### src/rtl/bwc_pkg.sv
package bwc_pkg;
  localparam int unsigned LANE_W    = 8;
  localparam int unsigned LANES     = 4;
  localparam int unsigned WORD_W    = LANE_W * LANES;
  localparam int unsigned CNT_W     = 3;
  localparam logic [LANE_W-1:0] MARK_BASE = 8'h80;

  // Length carried by a word: lanes L..LANES-1 all equal MARK_BASE+L-1 means L bytes.
  function automatic logic [CNT_W-1:0] word_len(input logic [WORD_W-1:0] w);
    logic [CNT_W-1:0] len;
    logic             hit;
    len = CNT_W'(LANES);
    for (int l = LANES - 1; l >= 1; l--) begin
      hit = 1'b1;
      for (int k = l; k < LANES; k++)
        if (w[k*LANE_W +: LANE_W] != MARK_BASE + LANE_W'(l - 1)) hit = 1'b0;
      if (hit) len = CNT_W'(l); // shortest pattern checked last wins priority
    end
    return len;
  endfunction
endpackage

### src/rtl/bwc_enc.sv
module bwc_enc
  import bwc_pkg::*;
(
  input  logic [WORD_W-1:0] bytes_i,
  input  logic [CNT_W-1:0]  cnt_i,
  output logic [WORD_W-1:0] word_o,
  output logic [CNT_W-1:0]  used_o,
  output logic              err_o
);
  logic [CNT_W-1:0]  n_eff;
  logic [CNT_W-1:0]  len;
  logic [WORD_W-1:0] masked;
  logic [WORD_W-1:0] packed_w;
  logic              collide;

  assign n_eff = (cnt_i > CNT_W'(LANES)) ? CNT_W'(LANES) : cnt_i;

  for (genvar g = 0; g < LANES; g++) begin : g_mask
    assign masked[g*LANE_W +: LANE_W] =
      (CNT_W'(g) < n_eff) ? bytes_i[g*LANE_W +: LANE_W] : '0;
  end

  // a full word that reads as a short one must drop to the 3-byte form
  assign collide = (word_len(masked) != CNT_W'(LANES));
  assign len     = (n_eff == CNT_W'(LANES) && collide) ? CNT_W'(LANES - 1) : n_eff;

  for (genvar g = 0; g < LANES; g++) begin : g_lane
    assign packed_w[g*LANE_W +: LANE_W] =
      (CNT_W'(g) < len) ? masked[g*LANE_W +: LANE_W]
                        : MARK_BASE + LANE_W'(len) - LANE_W'(1);
  end

  assign err_o  = (n_eff == '0);
  assign used_o = err_o ? '0 : len;
  assign word_o = err_o ? '0 : packed_w;
endmodule

### src/rtl/bwc_dec.sv
module bwc_dec
  import bwc_pkg::*;
(
  input  logic [WORD_W-1:0] word_i,
  output logic [WORD_W-1:0] bytes_o,
  output logic [CNT_W-1:0]  cnt_o
);
  assign cnt_o = word_len(word_i);

  for (genvar g = 0; g < LANES; g++) begin : g_lane
    assign bytes_o[g*LANE_W +: LANE_W] =
      (CNT_W'(g) < cnt_o) ? word_i[g*LANE_W +: LANE_W] : '0;
  end
endmodule

### src/rtl/byte_word_codec.sv
module byte_word_codec
  import bwc_pkg::*;
(
  input  logic              clk_i,
  input  logic              rst_ni,
  input  logic [WORD_W-1:0] enc_bytes_i,
  input  logic [CNT_W-1:0]  enc_cnt_i,
  output logic [WORD_W-1:0] enc_word_o,
  output logic [CNT_W-1:0]  enc_used_o,
  output logic              enc_err_o,
  input  logic [WORD_W-1:0] dec_word_i,
  output logic [WORD_W-1:0] dec_bytes_o,
  output logic [CNT_W-1:0]  dec_cnt_o
);
  logic [WORD_W-1:0] enc_word_d, dec_bytes_d;
  logic [CNT_W-1:0]  enc_used_d, dec_cnt_d;
  logic              enc_err_d;

  bwc_enc u_enc (
    .bytes_i (enc_bytes_i),
    .cnt_i   (enc_cnt_i),
    .word_o  (enc_word_d),
    .used_o  (enc_used_d),
    .err_o   (enc_err_d)
  );

  bwc_dec u_dec (
    .word_i  (dec_word_i),
    .bytes_o (dec_bytes_d),
    .cnt_o   (dec_cnt_d)
  );

  always_ff @(posedge clk_i or negedge rst_ni) begin
    if (!rst_ni) begin
      enc_word_o  <= '0;
      enc_used_o  <= '0;
      enc_err_o   <= 1'b0;
      dec_bytes_o <= '0;
      dec_cnt_o   <= '0;
    end else begin
      enc_word_o  <= enc_word_d;
      enc_used_o  <= enc_used_d;
      enc_err_o   <= enc_err_d;
      dec_bytes_o <= dec_bytes_d;
      dec_cnt_o   <= dec_cnt_d;
    end
  end
endmodule

### config.mk
export PLATFORM = sky130hd
export DESIGN_NAME = byte_word_codec
export DESIGN_NICKNAME = d
export VERILOG_FILES = /design/src/rtl/bwc_pkg.sv /design/src/rtl/bwc_enc.sv /design/src/rtl/bwc_dec.sv /design/src/rtl/byte_word_codec.sv
export SDC_FILE = /design/constraint.sdc
export NUM_CORES = 1
export LEC_CHECK = 0
export ABC_AREA = 1
export BUFFER_PORTS_ARGS = -buffer_cell sky130_fd_sc_hd__clkbuf_2
export CORE_MARGIN = 4
export CORE_UTILIZATION = 30
export DETAILED_ROUTE_END_ITERATION = 7
export GPL_TIMING_DRIVEN = 0
export REMOVE_ABC_BUFFERS = 1
export SYNTH_ARGS = -nofsm -noshare
export SYNTH_HDL_FRONTEND = slang
export SYNTH_SLANG_ARGS = --single-unit
### constraint.sdc
create_clock -name clk_i -period 0.8 [get_ports clk_i]
set_clock_uncertainty 0.1 [all_clocks]
set_input_delay 0.04 -clock clk_i [delete_from_list [all_inputs] [get_ports clk_i]]
set_output_delay 0.04 -clock clk_i [all_outputs]
set_load 0.03 [all_outputs]
==> summary.txt, run 1 <==
Status: finished, violations left
Failing checks: negative hold slack, negative setup slack
# IOs: 140
CP bufs+invs: 2
RSZ-0062 raised after global routing: yes
Die span in x: 103 µm
Critical path's top delay family: compound AO/OA/AOI/OAI gates
Critical path peak fanout: 8
Worst slack, placed: -2.04 ns
Max stage delay cell, worst path: ha_4
Core area: 8720 µm²
Setup violators final: 116
Synth area leaders: dfrtp_1, nor2_1, nand2_1, inv_1, clkbuf_1
Hold Worst Slack: -0.504 ns
Largest net degree at the start of global routing: 54
Remaining DRCs: 0
Fin worst setup slack: -0.673 ns
# nets final: 558
Fraction of layout cells with a size suffix above 1: 54.7%
Sequential area share after synthesis: 65.8%
Die Y: 103 µm
Worst Tran Pin Value: 0.335 ns
Initial core utilization: 31.0%
Die ar.: 10,600 µm²
Clock sink total: 71
Yosys warns: 0
Critical-path cell list: clkbuf_16 -> a21oi_4 -> buf_4 -> nor3_1 -> nand2_1 -> nor2_2 -> nand2_1 -> nand2_2 -> nand2_4 -> nand2_4 -> a21oi_4 -> ha_4 -> a211oi_2
Worst Hold Class: primary input to asynchronous set/reset pin
Final Slew Violations: 0
Simple logic cell fraction of the synthesized area: 17.4%
Clk root buf: clkbuf_8
H-tree levels: 3
Num CTS Buffers: 9
Fill cell count: 611
Routability cong.: 0.770
ANT nets after route: 0
Crit end category: flop
Global route overflow: 0
Worst-case clock buffer depth: 2
Min cycle time layout: 1.47 ns
DRT Pass-1 Iters: 4
Crit start category: primary input
Detailed-route via count: 2,663
Setup CP Type: primary input to flop
Port Buffer Count: 139
Layout area overhead: 116%
Cell area after layout: 5820 µm²
CTS tree: done
Total Routed Length: 10.3 mm
Clk pin slew, worst setup/hold paths: 0.09 ns
GRT Total Usage: 18.3%
Avg Cell Area, Syn: 9.93 µm²
Iter 0 DRT Violations: 41
WP data arrival: 1.64 ns
Max Cap Viol: 0
Flops & latches, synth: 71
Mapped Area: 2700 µm²
Largest family of logic cells by synthesized area: simple AND/OR/NAND/NOR gates
Post-synth top area share: 65.8%
Pwr Total: 10.1 mW
Post-synthesis mux area share: 0%
Routed wire per std cell: 17.2 µm
First-pass GRT wire length: 14.6 mm
Detail Placement HPWL: 5.82 mm
Pwr per Cell Area: 1730 nW/µm²
CP Data Required Time: 0.96 ns
Number of vias per cell: 4.44
Initial antenna violation count: 0
CP startpoint: enc_cnt_i[2]
Max Fclk: 679 MHz
Vias in the first global route: 2,891
Max stage delay on crit path: 0.24 ns
Largest area contributor in the netlist: dfrtp_1
Adder-Cell Fraction of Synth Area: 0.927%
Critical path depth: 13
Utilization after layout: 66.8%
Compound-cell area share of the yosys netlist: 6.81%
Final worst path period share: 184%
Leak pwr: 2.81 nW
Syn Inst Count: 272
VDD IR max: 0.693 mV
Slew headroom: 77.5%
Final number of hold-violating endpoints: 83
Antenna cells: 0
Placed cell area: 3440 µm²
XOR/XNOR Fraction of Synth Area: 0%
Yosys cell types: 28
FP Rows: 34
## Yosys cell counts
cell type / count
a211oi_1: 1
a21oi_1: 18
a21oi_2: 1
a21oi_4: 1
and3_1: 2
buf_2: 4
buf_6: 1
clkbuf_1: 26
clkinv_1: 2
dfrtp_1: 71
ha_1: 2
inv_1: 27
inv_2: 2
nand2_1: 31
nand2_2: 1
nand2_4: 2
nand3_1: 7
nand3_2: 1
nand3b_1: 1
nand4_1: 3
nor2_1: 44
nor2_2: 1
nor3_1: 5
nor4_1: 5
o21a_1: 1
o21ai_0: 9
o21ai_2: 1
or2_2: 2
## state kept, by name, indices dropped and copies added, names as in the netlist
register and flops:
dec_bytes_o 32, enc_used_o 3, enc_word_o 32, enc_err_o 1
dec_cnt_o 3
## final timing paths
kind	endpoint	slack (ns)
min in group clk_i	enc_used_o[0]$_DFF_PN0_	-0.05
max in group asynchronous	enc_word_o[25]$_DFF_PN0_	0.54
worst min-delay path	dec_bytes_o[11]$_DFF_PN0_	-0.50
worst max-delay path	enc_word_o[2]$_DFF_PN0_	-0.67
## layout by cell type (no fill, tap or decap), types with 2 or more instances in the layout
master          n
clkinv_4        3
nor2_1         29
clkbuf_2       61
a21oi_1         3
nor3_1          3
inv_1          20
buf_16          2
ha_4            2
clkbuf_8        9
nand2_1        22
nor3_2          2
buf_4          22
nand2_8         3
a21oi_2        15
nand2_2         5
bufinv_16       2
nand4_1         3
nor2_2          7
inv_2           5
buf_6           8
clkinv_8        2
a21oi_4         2
inv_4           3
o21ai_4         2
nand3_4         2
buf_8          75
dlygate4sd3_1  60
buf_12          2
o21ai_2         3
clkbuf_16       2
nor2_4          9
nand2_4         4
nor4_2          2
nor4_4          2
nand3_1         2
dfrtp_1        71
o21ai_0         5
nand3_2         4
## layer usage
metal,track usage (%),wire (µm),up-vias
li1,-,-,1268
met1,20.2,3790,1246
met2,33.7,5420,125
met3,4.40,838,24
met4,7.57,248,0
met5,0,0,-
## cells by family (layout without fill, tap and decap cells)
kind of cell	after synthesis	after routing
and+or+nand+nor	105	105
DFF	71	71
buffers and inverters	62	282
AOI/OAI and AO/OA	32	32
adders and majority gates	2	2
## per-stage QoR
stage                     setup TNS, ns  hold slack, ns  cells
after CTS                        -32.01          -0.518    585
after detailed placement         -64.43          -0.128    490
after floorplan                  -31.31          -0.356    241
after global routing             -37.55          -0.494    600
after global placement          -145.21          0.0496    488
final                            -32.39          -0.504    600
## area by class of cell
class | instances | area [µm²] | share of cell area, %
Sequential cell | 71 | 1780 | 30.5
Tap cell | 108 | 135 | 2.32
Clock inverter | 7 | 105 | 1.81
Timing Repair Buffer | 234 | 2450 | 42.1
Inverter | 31 | 154 | 2.64
Multi-Input combinational cell | 139 | 1060 | 18.2
Timing Repair inverter | 1 | 16.3 | 0.279
Clock buffer | 9 | 124 | 2.13
## power breakdown
part	switching (mW)	internal [mW]	leakage, nW
Clock	1.54	1.80	0.112
Sequential	0.172	3.83	0.856
Combinational	1.33	1.40	1.84
## what timing repair did
action / 4_1_cts / 5_1_grt
pin swaps: 23 / 26
hold endpoints to repair: 138 / 89
hold buffers: 61 / 5
endpoints found under the setup margin: 114 / 116
cloned: 2 / 0
resized for setup: 213 / 136
buffers inserted: 16 / 15
Power figures use the tool's default switching activity.
==> run 2, diff against run 1 <==
SKIP_CTS_REPAIR_TIMING = 1   (was default)
==> run 2 against run 1 <==
The flow still finishes with violations (negative hold slack, negative setup slack). Cell area is 11% lower. Sequential power is 1% lower. Critical path type unchanged. Worst setup slack better by 0.0033 ns. Routed wire length is 6.8% lower. Cell count is 1.2% lower. Global-route usage is 4.4 points lower. Highest routed layer unchanged.
==> summary.txt, run 2 (synthesized netlist as in run 1, its figures left out) <==
Critical path peak fanout: 8
CTS tree: done
Fraction of layout cells with a size suffix above 1: 46.2%
Final worst path period share: 184%
RSZ-0062 raised after global routing: yes
Global route overflow: 0
Core area: 8720 µm²
Commonest non-fill, non-tap cells in the layout: buf_6, dfrtp_1, clkbuf_2
Die Y: 103 µm
Die span in x: 103 µm
Number of vias per cell: 4.48
Hold Worst Slack: -0.494 ns
Iter 0 DRT Violations: 48
Clk pin slew, worst setup/hold paths: 0.09 ns
Placed cell area: 3440 µm²
Worst Tran Pin Value: 0.314 ns
Remaining DRCs: 0
Routed wire per std cell: 16.2 µm
Layout area overhead: 91.4%
Detailed-route via count: 2,658
Worst Hold Class: primary input to asynchronous set/reset pin
Clk root buf: clkbuf_8
CP Data Required Time: 0.97 ns
Final number of hold-violating endpoints: 76
Most common cell after layout, fill and taps aside: buf_6
Routability cong.: 0.770
# nets final: 551
Min cycle time layout: 1.47 ns
Clock sink total: 71
First-pass GRT wire length: 11.1 mm
Largest net degree at the start of global routing: 54
Port Buffer Count: 139
DRT Pass-1 Iters: 4
Crit start category: primary input
Max Cap Viol: 0
Antenna cells: 0
H-tree levels: 3
Largest regs: dec_bytes_o x32, enc_word_o x32
Crit end category: flop
Initial core utilization: 31.0%
VDD IR max: 0.691 mV
Slew headroom: 79.0%
Num CTS Buffers: 9
Final Slew Violations: 0
GRT Total Usage: 13.9%
Status: finished, violations left
Fin worst setup slack: -0.669 ns
Total Routed Length: 9.60 mm
Max Fclk: 681 MHz
Failing checks: negative hold slack, negative setup slack
Cell area after layout: 5170 µm²
Worst slack, placed: -2.04 ns
Met3 Use GR: 4.19%
FP Rows: 34
ANT nets after route: 0
WP data arrival: 1.64 ns
Worst-case clock buffer depth: 2
Setup CP Type: primary input to flop
Setup violators final: 116
Pwr per Cell Area: 1840 nW/µm²
Routing usage on met1: 16.0%
Met2 Resource Use GR: 24.2%
Leak pwr: 2.60 nW
Detail Placement HPWL: 5.82 mm
Vias in the first global route: 2,275
Pwr Total: 9.51 mW
Die ar.: 10,600 µm²
# IOs: 140
Most Used Layer, Global Route: met2
Initial antenna violation count: 0
-- run 2: changes by cell type in the layout (fill, tap and decap cells not counted), moves of 3 or more --
cell | before | now
nand2_1 | 22 | 25
buf_8 | 75 | 1
nand2_8 | 3 | 0
nor2_4 | 9 | 2
buf_4 | 22 | 18
buf_6 | 8 | 79
nor2_1 | 29 | 38
clkinvlp_4 | 1 | 4
a21oi_1 | 3 | 17
inv_1 | 20 | 25
a21oi_2 | 15 | 1
-- run 2: metrics by stage --
stage,TNS (ns),cells,utilization [%]
2_1_floorplan,-31.31,241,-
3_3_place_gp,-145.21,488,39.0
3_5_place_dp,-64.43,490,39.5
4_1_cts,-65.48,506,42.1
5_1_grt,-38.78,593,59.3
6_report,-33.38,593,59.3
-- run 2: layout make-up --
type / count / area [µm²]
clock inverter: 7 / 105
multi-input combinational: 139 / 836
tap: 108 / 135
timing repair buffer: 227 / 2060
inverter: 31 / 126
clock buffer: 9 / 124
fill: 707 / 3550
timing repair inverter: 1 / 7.51
sequential: 71 / 1780
-- run 2: how the worst max path moves through the flow --
stage | startpoint | slack [ns] | to
2_1_floorplan | enc_cnt_i[2] | -1.12 | enc_word_o[26]$_DFF_PN0_
3_3_place_gp | enc_cnt_i[2] | -2.62 | enc_word_o[1]$_DFF_PN0_
3_5_place_dp | enc_cnt_i[2] | -2.04 | enc_word_o[1]$_DFF_PN0_
4_1_cts | enc_cnt_i[2] | -1.66 | enc_word_o[1]$_DFF_PN0_
5_1_grt | enc_cnt_i[1] | -0.81 | enc_word_o[10]$_DFF_PN0_
6_report | enc_cnt_i[1] | -0.67 | enc_word_o[10]$_DFF_PN0_
-- run 2: worst max-delay path, cell delays in order --
cell and delay [ns]:
buf_12 0.11, a21oi_4 0.24, inv_2 0.11, o21ai_1 0.10, nand2_1 0.08, nor2_2 0.09
nand2_1 0.07, nand2_2 0.10, nand2_4 0.09, nand2_4 0.08, a21oi_4 0.04, ha_4 0.26
o21a_1 0.16, nor2_1 0.08
-- run 2: where the power goes --
| part | switching, mW | leakage (nW) | internal, mW |
|---|---|---|---|
| logic | 1.20 | 1.63 | 1.09 |
| registers | 0.123 | 0.856 | 3.83 |
| clock network | 1.48 | 0.112 | 1.80 |
| total | 2.79 | 2.60 | 6.72 |
-- run 2: per-layer routing --
metal / vias up / part of all wire, % / wire length (µm)
met5: - / 0 / 0
met4: 0 / 2.4 / 231
met3: 19 / 8.6 / 825
met2: 132 / 53 / 5050
met1: 1253 / 36 / 3490
li1: 1254 / - / -
